### src/rtl/synth_pkg.sv
package synth_pkg;

    localparam int NPORT   = 6;
    localparam int PORT_P0 = 0;
    localparam int PORT_P3 = 1;
    localparam int PORT_P4 = 2;
    localparam int PORT_P5 = 3;
    localparam int PORT_P6 = 4;
    localparam int PORT_P7 = 5;

    typedef enum logic [2:0] {
        MODE_NORMAL,
        MODE_FORCE_SRC,
        MODE_FORCE_SNK,
        MODE_PORTS_REL,
        MODE_P7_HALF,
        MODE_ROUTE
    } mode_e;

    typedef struct packed {
        logic       cur_hi;
        logic       test_en;
        logic       pump_off;
        logic [2:0] sel;
        logic       vdrive_off;
    } ctrl_t;

    typedef struct packed {
        logic up;
        logic dn;
        logic hi;
        logic flag;
    } pump_t;

    function automatic mode_e decode_mode(input logic test_en, input logic [2:0] sel);
        mode_e m;
        if (!test_en) begin
            m = MODE_NORMAL;
        end else begin
            case (sel[2:1])
                2'b00:   m = MODE_FORCE_SRC;
                2'b01:   m = MODE_FORCE_SNK;
                2'b10:   m = sel[0] ? MODE_P7_HALF : MODE_PORTS_REL;
                default: m = MODE_ROUTE;
            endcase
        end
        return m;
    endfunction

    function automatic logic port_next(input mode_e m, input int idx, input logic req,
                                       input logic half, input logic fpd, input logic fcomp);
        logic v;
        v = req;
        if (idx >= PORT_P4 &&
            (m == MODE_PORTS_REL || m == MODE_P7_HALF || m == MODE_ROUTE))
            v = 1'b0;
        if (idx == PORT_P7 && m == MODE_P7_HALF) v = half;
        if (idx == PORT_P7 && m == MODE_ROUTE)   v = fpd;
        if (idx == PORT_P6 && m == MODE_ROUTE)   v = fcomp;
        return v;
    endfunction

endpackage

### src/rtl/synth_ref_div.sv
module synth_ref_div #(
    parameter int LO_DIV = 512,
    parameter int HI_DIV = 1024
) (
    input  logic clk,
    input  logic rst,
    input  logic tick_i,
    input  logic test_en_i,
    input  logic sel_lo_i,
    output logic pulse_o
);
    localparam int CW = $clog2(HI_DIV);
    localparam logic [CW-1:0] LO_LAST = CW'(LO_DIV - 1);
    localparam logic [CW-1:0] HI_LAST = CW'(HI_DIV - 1);

    logic [CW-1:0] cnt_q;
    logic          sel_lo_q;
    logic          sel_lo_d;
    logic          term;

    // the ratio request is frozen while a test mode is active
    assign sel_lo_d = test_en_i ? sel_lo_q : sel_lo_i;
    assign term     = tick_i && (cnt_q == '0);

    always_ff @(posedge clk) begin
        if (rst) begin
            cnt_q    <= HI_LAST;
            sel_lo_q <= 1'b0;
            pulse_o  <= 1'b0;
        end else begin
            sel_lo_q <= sel_lo_d;
            pulse_o  <= term;
            if (term)
                cnt_q <= sel_lo_d ? LO_LAST : HI_LAST;
            else if (tick_i)
                cnt_q <= cnt_q - 1'b1;
        end
    end
endmodule

### src/rtl/synth_prog_div.sv
module synth_prog_div #(
    parameter int W = 15
) (
    input  logic         clk,
    input  logic         rst,
    input  logic         tick_i,
    input  logic [W-1:0] ratio_i,
    output logic         pulse_o,
    output logic         half_o
);
    logic [W-1:0] cnt_q;
    logic         term;

    assign term = tick_i && (cnt_q == '0);

    // a zero ratio wraps to all ones and so divides by 2**W
    always_ff @(posedge clk) begin
        if (rst) begin
            cnt_q   <= ratio_i - 1'b1;
            pulse_o <= 1'b0;
            half_o  <= 1'b0;
        end else begin
            pulse_o <= term;
            if (term) begin
                cnt_q  <= ratio_i - 1'b1;
                half_o <= ~half_o;
            end else if (tick_i) begin
                cnt_q <= cnt_q - 1'b1;
            end
        end
    end
endmodule

### src/rtl/synth_pump_gate.sv
module synth_pump_gate
    import synth_pkg::*;
(
    input  logic  clk,
    input  logic  rst,
    input  mode_e mode_i,
    input  logic  cur_hi_i,
    input  logic  pump_off_i,
    input  logic  pd_up_i,
    input  logic  pd_dn_i,
    input  logic  lock_i,
    output pump_t pump_o
);
    pump_t nxt;

    always_comb begin
        nxt.hi = cur_hi_i & ~lock_i;
        case (mode_i)
            MODE_FORCE_SRC: begin
                nxt.up   = 1'b0;
                nxt.dn   = 1'b1;
                nxt.flag = 1'b0;
            end
            MODE_FORCE_SNK: begin
                nxt.up   = 1'b1;
                nxt.dn   = 1'b0;
                nxt.flag = 1'b1;
            end
            default: begin
                nxt.up   = pd_up_i;
                nxt.dn   = pd_dn_i;
                nxt.flag = lock_i;
            end
        endcase
        if (pump_off_i) begin
            nxt.up = 1'b0;
            nxt.dn = 1'b0;
        end
    end

    always_ff @(posedge clk) begin
        if (rst) pump_o <= '0;
        else     pump_o <= nxt;
    end
endmodule

### src/rtl/synth_port_mux.sv
module synth_port_mux
    import synth_pkg::*;
(
    input  logic             clk,
    input  logic             rst,
    input  mode_e            mode_i,
    input  logic [NPORT-1:0] bits_i,
    input  logic             half_i,
    input  logic             fpd_i,
    input  logic             fcomp_i,
    output logic [NPORT-1:0] on_o
);
    logic [NPORT-1:0] nxt_on;

    for (genvar p = 0; p < NPORT; p++) begin : g_port
        assign nxt_on[p] = port_next(mode_i, p, bits_i[p], half_i, fpd_i, fcomp_i);
    end

    always_ff @(posedge clk) begin
        if (rst) on_o <= '0;
        else     on_o <= nxt_on;
    end
endmodule

### src/rtl/synth_core.sv
module synth_core
    import synth_pkg::*;
#(
    parameter int REF_LO_DIV = 512,
    parameter int REF_HI_DIV = 1024,
    parameter int RATIO_W    = 15
) (
    input  logic               clk,
    input  logic               rst,
    input  logic               ref_en_i,
    input  logic               rf_en_i,
    input  logic [RATIO_W-1:0] div_ratio_i,
    input  logic               cur_hi_i,
    input  logic               test_en_i,
    input  logic [2:0]         test_sel_i,
    input  logic               pump_off_i,
    input  logic               vdrive_off_i,
    input  logic [5:0]         port_bits_i,
    input  logic               pd_up_i,
    input  logic               pd_dn_i,
    input  logic               lock_i,
    output logic               fcomp_o,
    output logic               fpd_o,
    output logic               pump_up_o,
    output logic               pump_dn_o,
    output logic               pump_hi_o,
    output logic               drive_off_o,
    output logic               lock_flag_o,
    output logic [5:0]         port_on_o
);
    ctrl_t ctrl;
    mode_e mode;
    pump_t pump;
    logic  fpd_half;

    assign ctrl = '{cur_hi: cur_hi_i, test_en: test_en_i, pump_off: pump_off_i,
                    sel: test_sel_i, vdrive_off: vdrive_off_i};
    assign mode = decode_mode(ctrl.test_en, ctrl.sel);

    synth_ref_div #(.LO_DIV(REF_LO_DIV), .HI_DIV(REF_HI_DIV)) u_ref (
        .clk      (clk),
        .rst      (rst),
        .tick_i   (ref_en_i),
        .test_en_i(ctrl.test_en),
        .sel_lo_i (ctrl.sel[0]),
        .pulse_o  (fcomp_o)
    );

    synth_prog_div #(.W(RATIO_W)) u_prog (
        .clk    (clk),
        .rst    (rst),
        .tick_i (rf_en_i),
        .ratio_i(div_ratio_i),
        .pulse_o(fpd_o),
        .half_o (fpd_half)
    );

    synth_pump_gate u_pump (
        .clk       (clk),
        .rst       (rst),
        .mode_i    (mode),
        .cur_hi_i  (ctrl.cur_hi),
        .pump_off_i(ctrl.pump_off),
        .pd_up_i   (pd_up_i),
        .pd_dn_i   (pd_dn_i),
        .lock_i    (lock_i),
        .pump_o    (pump)
    );

    synth_port_mux u_ports (
        .clk    (clk),
        .rst    (rst),
        .mode_i (mode),
        .bits_i (port_bits_i),
        .half_i (fpd_half),
        .fpd_i  (fpd_o),
        .fcomp_i(fcomp_o),
        .on_o   (port_on_o)
    );

    always_ff @(posedge clk) begin
        if (rst) drive_off_o <= 1'b0;
        else     drive_off_o <= ctrl.vdrive_off;
    end

    assign pump_up_o   = pump.up;
    assign pump_dn_o   = pump.dn;
    assign pump_hi_o   = pump.hi;
    assign lock_flag_o = pump.flag;
endmodule

### config.mk
export PLATFORM = sky130hd
export DESIGN_NAME = synth_core
export DESIGN_NICKNAME = d
export VERILOG_FILES = /design/src/rtl/synth_pkg.sv /design/src/rtl/synth_ref_div.sv /design/src/rtl/synth_prog_div.sv /design/src/rtl/synth_pump_gate.sv /design/src/rtl/synth_port_mux.sv /design/src/rtl/synth_core.sv
export SDC_FILE = /design/constraint.sdc
export NUM_CORES = 1
export LEC_CHECK = 0
export ABC_CLOCK_PERIOD_IN_PS = 5300
export CAP_MARGIN = 15
export CORE_MARGIN = 2
export CORE_UTILIZATION = 53
export DETAILED_ROUTE_END_ITERATION = 12
export GPL_ROUTABILITY_DRIVEN = 1
export GPL_TIMING_DRIVEN = 0
export PLACE_DENSITY = 0.84
export SLEW_MARGIN = 20
export SYNTH_ARGS = -nofsm -noshare
export SYNTH_HDL_FRONTEND = slang
export SYNTH_SLANG_ARGS = --single-unit
### constraint.sdc
create_clock -name clk -period 5.3 [get_ports clk]
set_clock_uncertainty 0.15 [all_clocks]
set_input_delay 0.53 -clock clk [delete_from_list [all_inputs] [get_ports clk]]
set_output_delay 0.53 -clock clk [all_outputs]
set_load 0.005 [all_outputs]
* Yosys cells after proc, flatten, opt, wreduce, memory -nomap -nowiden *
Index checks and enable logic that the tools add are counted.

word-level totals
  register bits after elaboration = 40
  bits of input ports = 35
  output and inout bits = 13
  word-level logic and storage cells = 54

operators by class
  add/sub/neg operators = 3
  equal/unequal tests = 7
  mux-type cells = 17
  bitwise gates (word level) = 3
  reductions and logical operators = 11

operator list
  operator                                                               number
  15-bit two-way mux                                                     3
  10-bit two-way mux                                                     3
  15-bit by 1-bit subtractor with 15-bit output (second input constant)  2
  15-bit logical NOT                                                     1
  10-bit logical NOT                                                     1
  10-bit by 1-bit subtractor with 10-bit output (second input constant)  1
  3-bit one-hot mux with 3 select lines                                  1
  3-bit by 2-bit == test with 1-bit output (second input constant)       2
  3-bit == test (second input constant)                                  2
  1-bit two-way mux                                                      6
  3-bit two-way mux                                                      2
  2-bit one-hot mux with 2 select lines                                  1
  2-bit OR reduction                                                     2
  3-bit by 1-bit == test with 1-bit output (second input constant)       1
  3-bit nonzero test                                                     1
  2-bit by 1-bit == test with 1-bit output (second input constant)       1
  2-bit == test (second input constant)                                  1
  1-bit logical AND                                                      2
  2-bit logical NOT                                                      1
  1-bit logical OR                                                       2
  1-bit NOT                                                              2
  1-bit one-hot mux with 2 select lines                                  1
  2-bit nonzero test                                                     1
  1-bit bitwise AND                                                      1

* Logic depth before layout (Yosys ltp) *
  word-level depth = 9
  depth in mapped cells = 8
  depth with buffers taken out = 7

* By module *
A second synthesis with hierarchy kept.

second synthesis, totals
  cell total of the unflattened synthesis = 237
  area, all modules = 2356.0 um^2

by module, submodules not included
  module           times used  cells each  area an instance (um^2)  seq. area each (um^2)
  synth_prog_div   1           119         1266.2                   490.5
  synth_ref_div    1           70          608.1                    240.2
  synth_port_mux   1           23          239.0                    120.1
  synth_pump_gate  1           17          163.9                    80.1
  synth_core       1           8           78.8                     20.0

* Worst setup path after synthesis *
Ideal clock, no wire load.

  path type = flip-flop to flip-flop
  start point = register u_prog.cnt_q[4]
  end point = register u_prog.cnt_q[8] (data pin)
  setup time = 0.261 ns
  arrival time = 1.676 ns
  data required time = 4.889 ns
  path slack = 3.213 ns
  stages on the path, launching flop included = 7
  buffers on the path = 1
  clock period less this slack = 2.087 ns
  cells stage by stage = edfxtp_1 > or4_4 > nor3_4 > a31oi_4 > buf_6 > nor2_1 > a21oi_1

between the ends
  cells in the longest elaborated chain, start to end = 4
  elaborated cells on any way between the ends = 6
  classes of those cells = add/sub: 1; mux: 3; reduce/logical: 2

ends and longest elaborated chain
  what                                                                                 RTL line                                    source
  start, declared                                                                      synth_prog_div.sv:11                        logic [W-1:0] cnt_q;
  start signal, assigned                                                               synth_prog_div.sv:19                        cnt_q <= ratio_i - 1'b1;
  start signal, assigned                                                               synth_prog_div.sv:25                        cnt_q <= ratio_i - 1'b1;
  start signal, assigned                                                               synth_prog_div.sv:28                        cnt_q <= cnt_q - 1'b1;
  15-bit by 1-bit subtractor with 15-bit output or 15-bit logical NOT (tied branches)  synth_prog_div.sv:28, synth_prog_div.sv:14
  15-bit two-way mux or 1-bit logical AND (tied branches)                              synth_prog_div.sv:27, synth_prog_div.sv:14
  15-bit two-way mux (*)                                                               synth_prog_div.sv:24                        if (term) begin
  15-bit two-way mux (*)                                                               synth_prog_div.sv:18                        if (rst) begin

Every way passes the cells marked *; elsewhere a longest branch is shown, timed or not. The select of a mux whose other input is x is not followed.
A chain may end at the register's enable or synchronous reset.

* Worst setup path in the final report *
  start point = input div_ratio_i[5]
  end point = register u_prog.cnt_q[12] (data pin)

between the ends
  cells in the longest elaborated chain, start to end = 3

ends and longest elaborated chain
  what                                               RTL line                                    source
  start, declared                                    synth_core.sv:12                            input logic [RATIO_W-1:0] div_ratio_i,
  15-bit by 1-bit subtractor with 15-bit output (*)  synth_prog_div.sv:19, synth_prog_div.sv:25
  15-bit two-way mux                                 synth_prog_div.sv:24
  15-bit two-way mux (*)                             synth_prog_div.sv:18

Every way passes the cells marked *; elsewhere a longest branch is shown, timed or not.

==> qor.yml <==
run_status:
  status: "finished clean"
final_layout:
  final_net_count: 307
  n_antenna_cell: 0
  syn_to_final_growth_pct: 31.0
  drive_above_1_share_pct: 5.20
  final_core_util_pct: 73.2
route:
  post_drt_wl_per_cell_um: 13.1
  drt-total-wl_um: 4160
  dr.pass1.iters: 4
  drc: 0
  drtAntennaViolNets: 0
  via_count: 1652
  avgViaCountPerCell: 5.21
  drt_iter0_markers: 66
critical_path:
  r2r_start: "u_prog.cnt_q[0]"
  crit_path_max_fanout: 4
  required_ns: 5.20
  cp-end-kind: "register"
  path_class: "input pin to register"
  path_cells: "clkdlybuf4s50_1 -> nor4_1 -> nor3b_1 -> nor2b_1 -> xnor2_1 -> mux2i_1"
  worstSetupStartpointType: "input pin"
  crit_start: "div_ratio_i[5]"
  slowest_delay_ns: 0.57
  crit_arrival_ns: 2.42
  slowest_stage: "nor3b_1"
grt:
  overflow: 0
  track_usage_pct: 21.1
  grt_start_max_net_pins: 16
  grt_pass1_vias: 1641
  antenna_found_initial: 0
  grt_pass1_wl_um: 7020
floorplanning:
  start_util_pct: 55.9
  die-width_um: 66.6
  core-area_um2: 3720
  num_rows: 22
  pin_count: 48
  die_h_um: 66.6
  die_area_um2: 4430
pwr:
  ir_drop_v: 0.000165
  clockPowerShare_pct: 35.5
  power.share.sequential_pct: 49.5
  p_comb_share_pct: 15.0
  power.leakage_nw: 0.978
  sw_frac_of_total_pct: 23.5
  cellPowerDensity_nw_per_um2: 266
  power_mw: 0.724
  p_switching_mw: 0.170
  power.internal_mw: 0.553
sta:
  slew_headroom_pct: 59.8
  tightestPinTransition_ns: 0.601
  rsz0062_at_grt: "no"
  finalCritPeriodShare_pct: 47.7
  max_freq_ghz: 0.395
  fin_ws_ns: 2.77
  drv_slew: 0
  period_needed_ns: 2.53
  finalHoldViolCount: 0
  tns_ns: 0
  report.final.setup_viol: 0
placement:
  globalplace.congestion: 0.783
  place_hpwl_um: 3090
  port_buffers: 46
  preCtsSetupSlack_ns: 2.45
cts:
  postCtsSetupRepairBufs: 0
  cts_made_buffers: 5
  cts_resized: 0
  cts_buffer_depth: 2
  clock_sinks: 40
  postCtsHoldBufs: 0
  cts_tree: "done"
  root_buffer: "clkbuf_8"
  clk_latency_ns: 0.30
  clkTransAtPathRegs_ns: 0.07
  cts_max_level: 2
logic_synthesis:
  synth_cell_type_count: 39
  ys_warn_count: 0
  synth_flop_cell: "dfxtp_1"
  synth_nets: 254
  synthCells: 215
  synthTopCellsByArea: "dfxtp_1 (24%), edfxtp_1 (22%), xnor2_1 (7.6%)"
  syn_area_um2: 2080
  synth_edf_count: 15
  yosysTopAreaCell: "dfxtp_1"
  synthArstFlopShare_pct: 0
  synth_area_per_cell_um2: 9.65
  yosys.area.top_type_share_pct: 24.1
  ys_ff_latch: 40
  ys_seq_area_share_pct: 45.8
min_path:
  hp-start: "u_ref.cnt_q[4]"
  hold_class: "register to register"
run:
  drv_cap: 0
final timing paths:
check             slack [ns]  cells past startpoint          endpoint
setup / recovery        2.77                      6  u_prog.cnt_q[12]
hold / removal          0.35                      2    u_ref.cnt_q[4]
setup reg to reg        3.01                      7   u_prog.cnt_q[8]
hold reg to reg         0.35                      2    u_ref.cnt_q[4]
metal layers:
layer,track usage (%),share of wire (%),vias to the layer above
met5,0,0,-
met4,6.12,1.2,0
met3,6.42,5.1,6
met2,36.0,50,42
met1,25.5,44,753
li1,-,-,851
cell usage after synthesis (all sizes together), types with 7 or more instances:
cell,instances
nand2b,7
inv,7
dfxtp,25
edfxtp,15
xor2,14
nor3,17
a21oi,10
xnor2,18
mux2i,10
nand2,21
nor2,19
state kept, by name (all words and copies together), names as in the netlist:
| signal | count |
|---|---|
| u_pump.pump_o | 4 |
| u_ref.pulse_o | 1 |
| u_ref.cnt_q | 10 |
| u_prog.half_o | 1 |
| u_ref.sel_lo_q | 1 |
| drive_off_o | 1 |
| u_prog.pulse_o | 1 |
| u_prog.cnt_q | 15 |
| u_ports.on_o | 6 |
critical path, delay by kind of cell:
family / cells / cell delay (ns)
multiplexers: 1 / 0.08
AND/OR/NAND/NOR: 3 / 1.24
buffers and inverters: 1 / 0.45
XOR/XNOR: 1 / 0.13
through the flow:
step	instance area, um^2	std cells	hold WS, ns
floorplan	2080	215	0.309
CTS	2720	317	0.348
detailed placement	2600	309	0.333
finish	2720	317	0.352
global route	2720	317	0.376
global placement	2600	309	0.333
final cells by class:
| cell class | count | area, um^2 |
|---|---|---|
| tap | 48 | 60.1 |
| buffer | 5 | 27.5 |
| clock buffer | 8 | 123 |
| fill | 286 | 997 |
| inverter | 7 | 26.3 |
| timing repair buffer | 46 | 460 |
| sequential | 40 | 951 |
| multi-input combinational | 163 | 1070 |
logic make-up (layout without fill, tap and decap cells):
logic type      count (synthesis)  count (layout)  synth area share (%)
mux                            10              10                  4.82
flops                          40              40                  45.8
fa+ha+maj                       4               4                  2.41
xor+xnor                       32              32                  13.5
simple gates                   98              98                  25.1
buf+inv                        12              66                  2.59
compound gates                 19              19                  5.79
cell usage in the layout, fill, tap and decap left out, types with 2 or more instances in the layout:
cell / instances
dfxtp_1: 25
or4_1: 2
or3_1: 2
nor3_1: 16
o21ai_1: 2
mux2i_1: 10
nand2_1: 21
a21oi_1: 10
edfxtp_1: 15
xnor2_1: 18
clkbuf_8: 5
xor2_1: 14
nand2b_1: 7
nand3b_1: 2
ha_1: 4
nor4_1: 5
clkbuf_16: 2
inv_1: 7
nor2b_1: 5
clkbuf_1: 4
clkdlybuf4s50_1: 46
and2_1: 2
nand3_1: 5
o21ai_0: 2
nor2_1: 19
nor3b_1: 3
power groups by stage:
stage                     Combinational (mW)  Sequential [mW]  Clock [mW]
after global routing                   0.120            0.361       0.274
final                                  0.108            0.359       0.257
after floorplan                       0.0565            0.363           0
after detailed placement               0.107            0.365           0
after global placement                 0.104            0.365           0
after CTS                              0.109            0.359       0.259
Power figures use the tool's default switching activity.
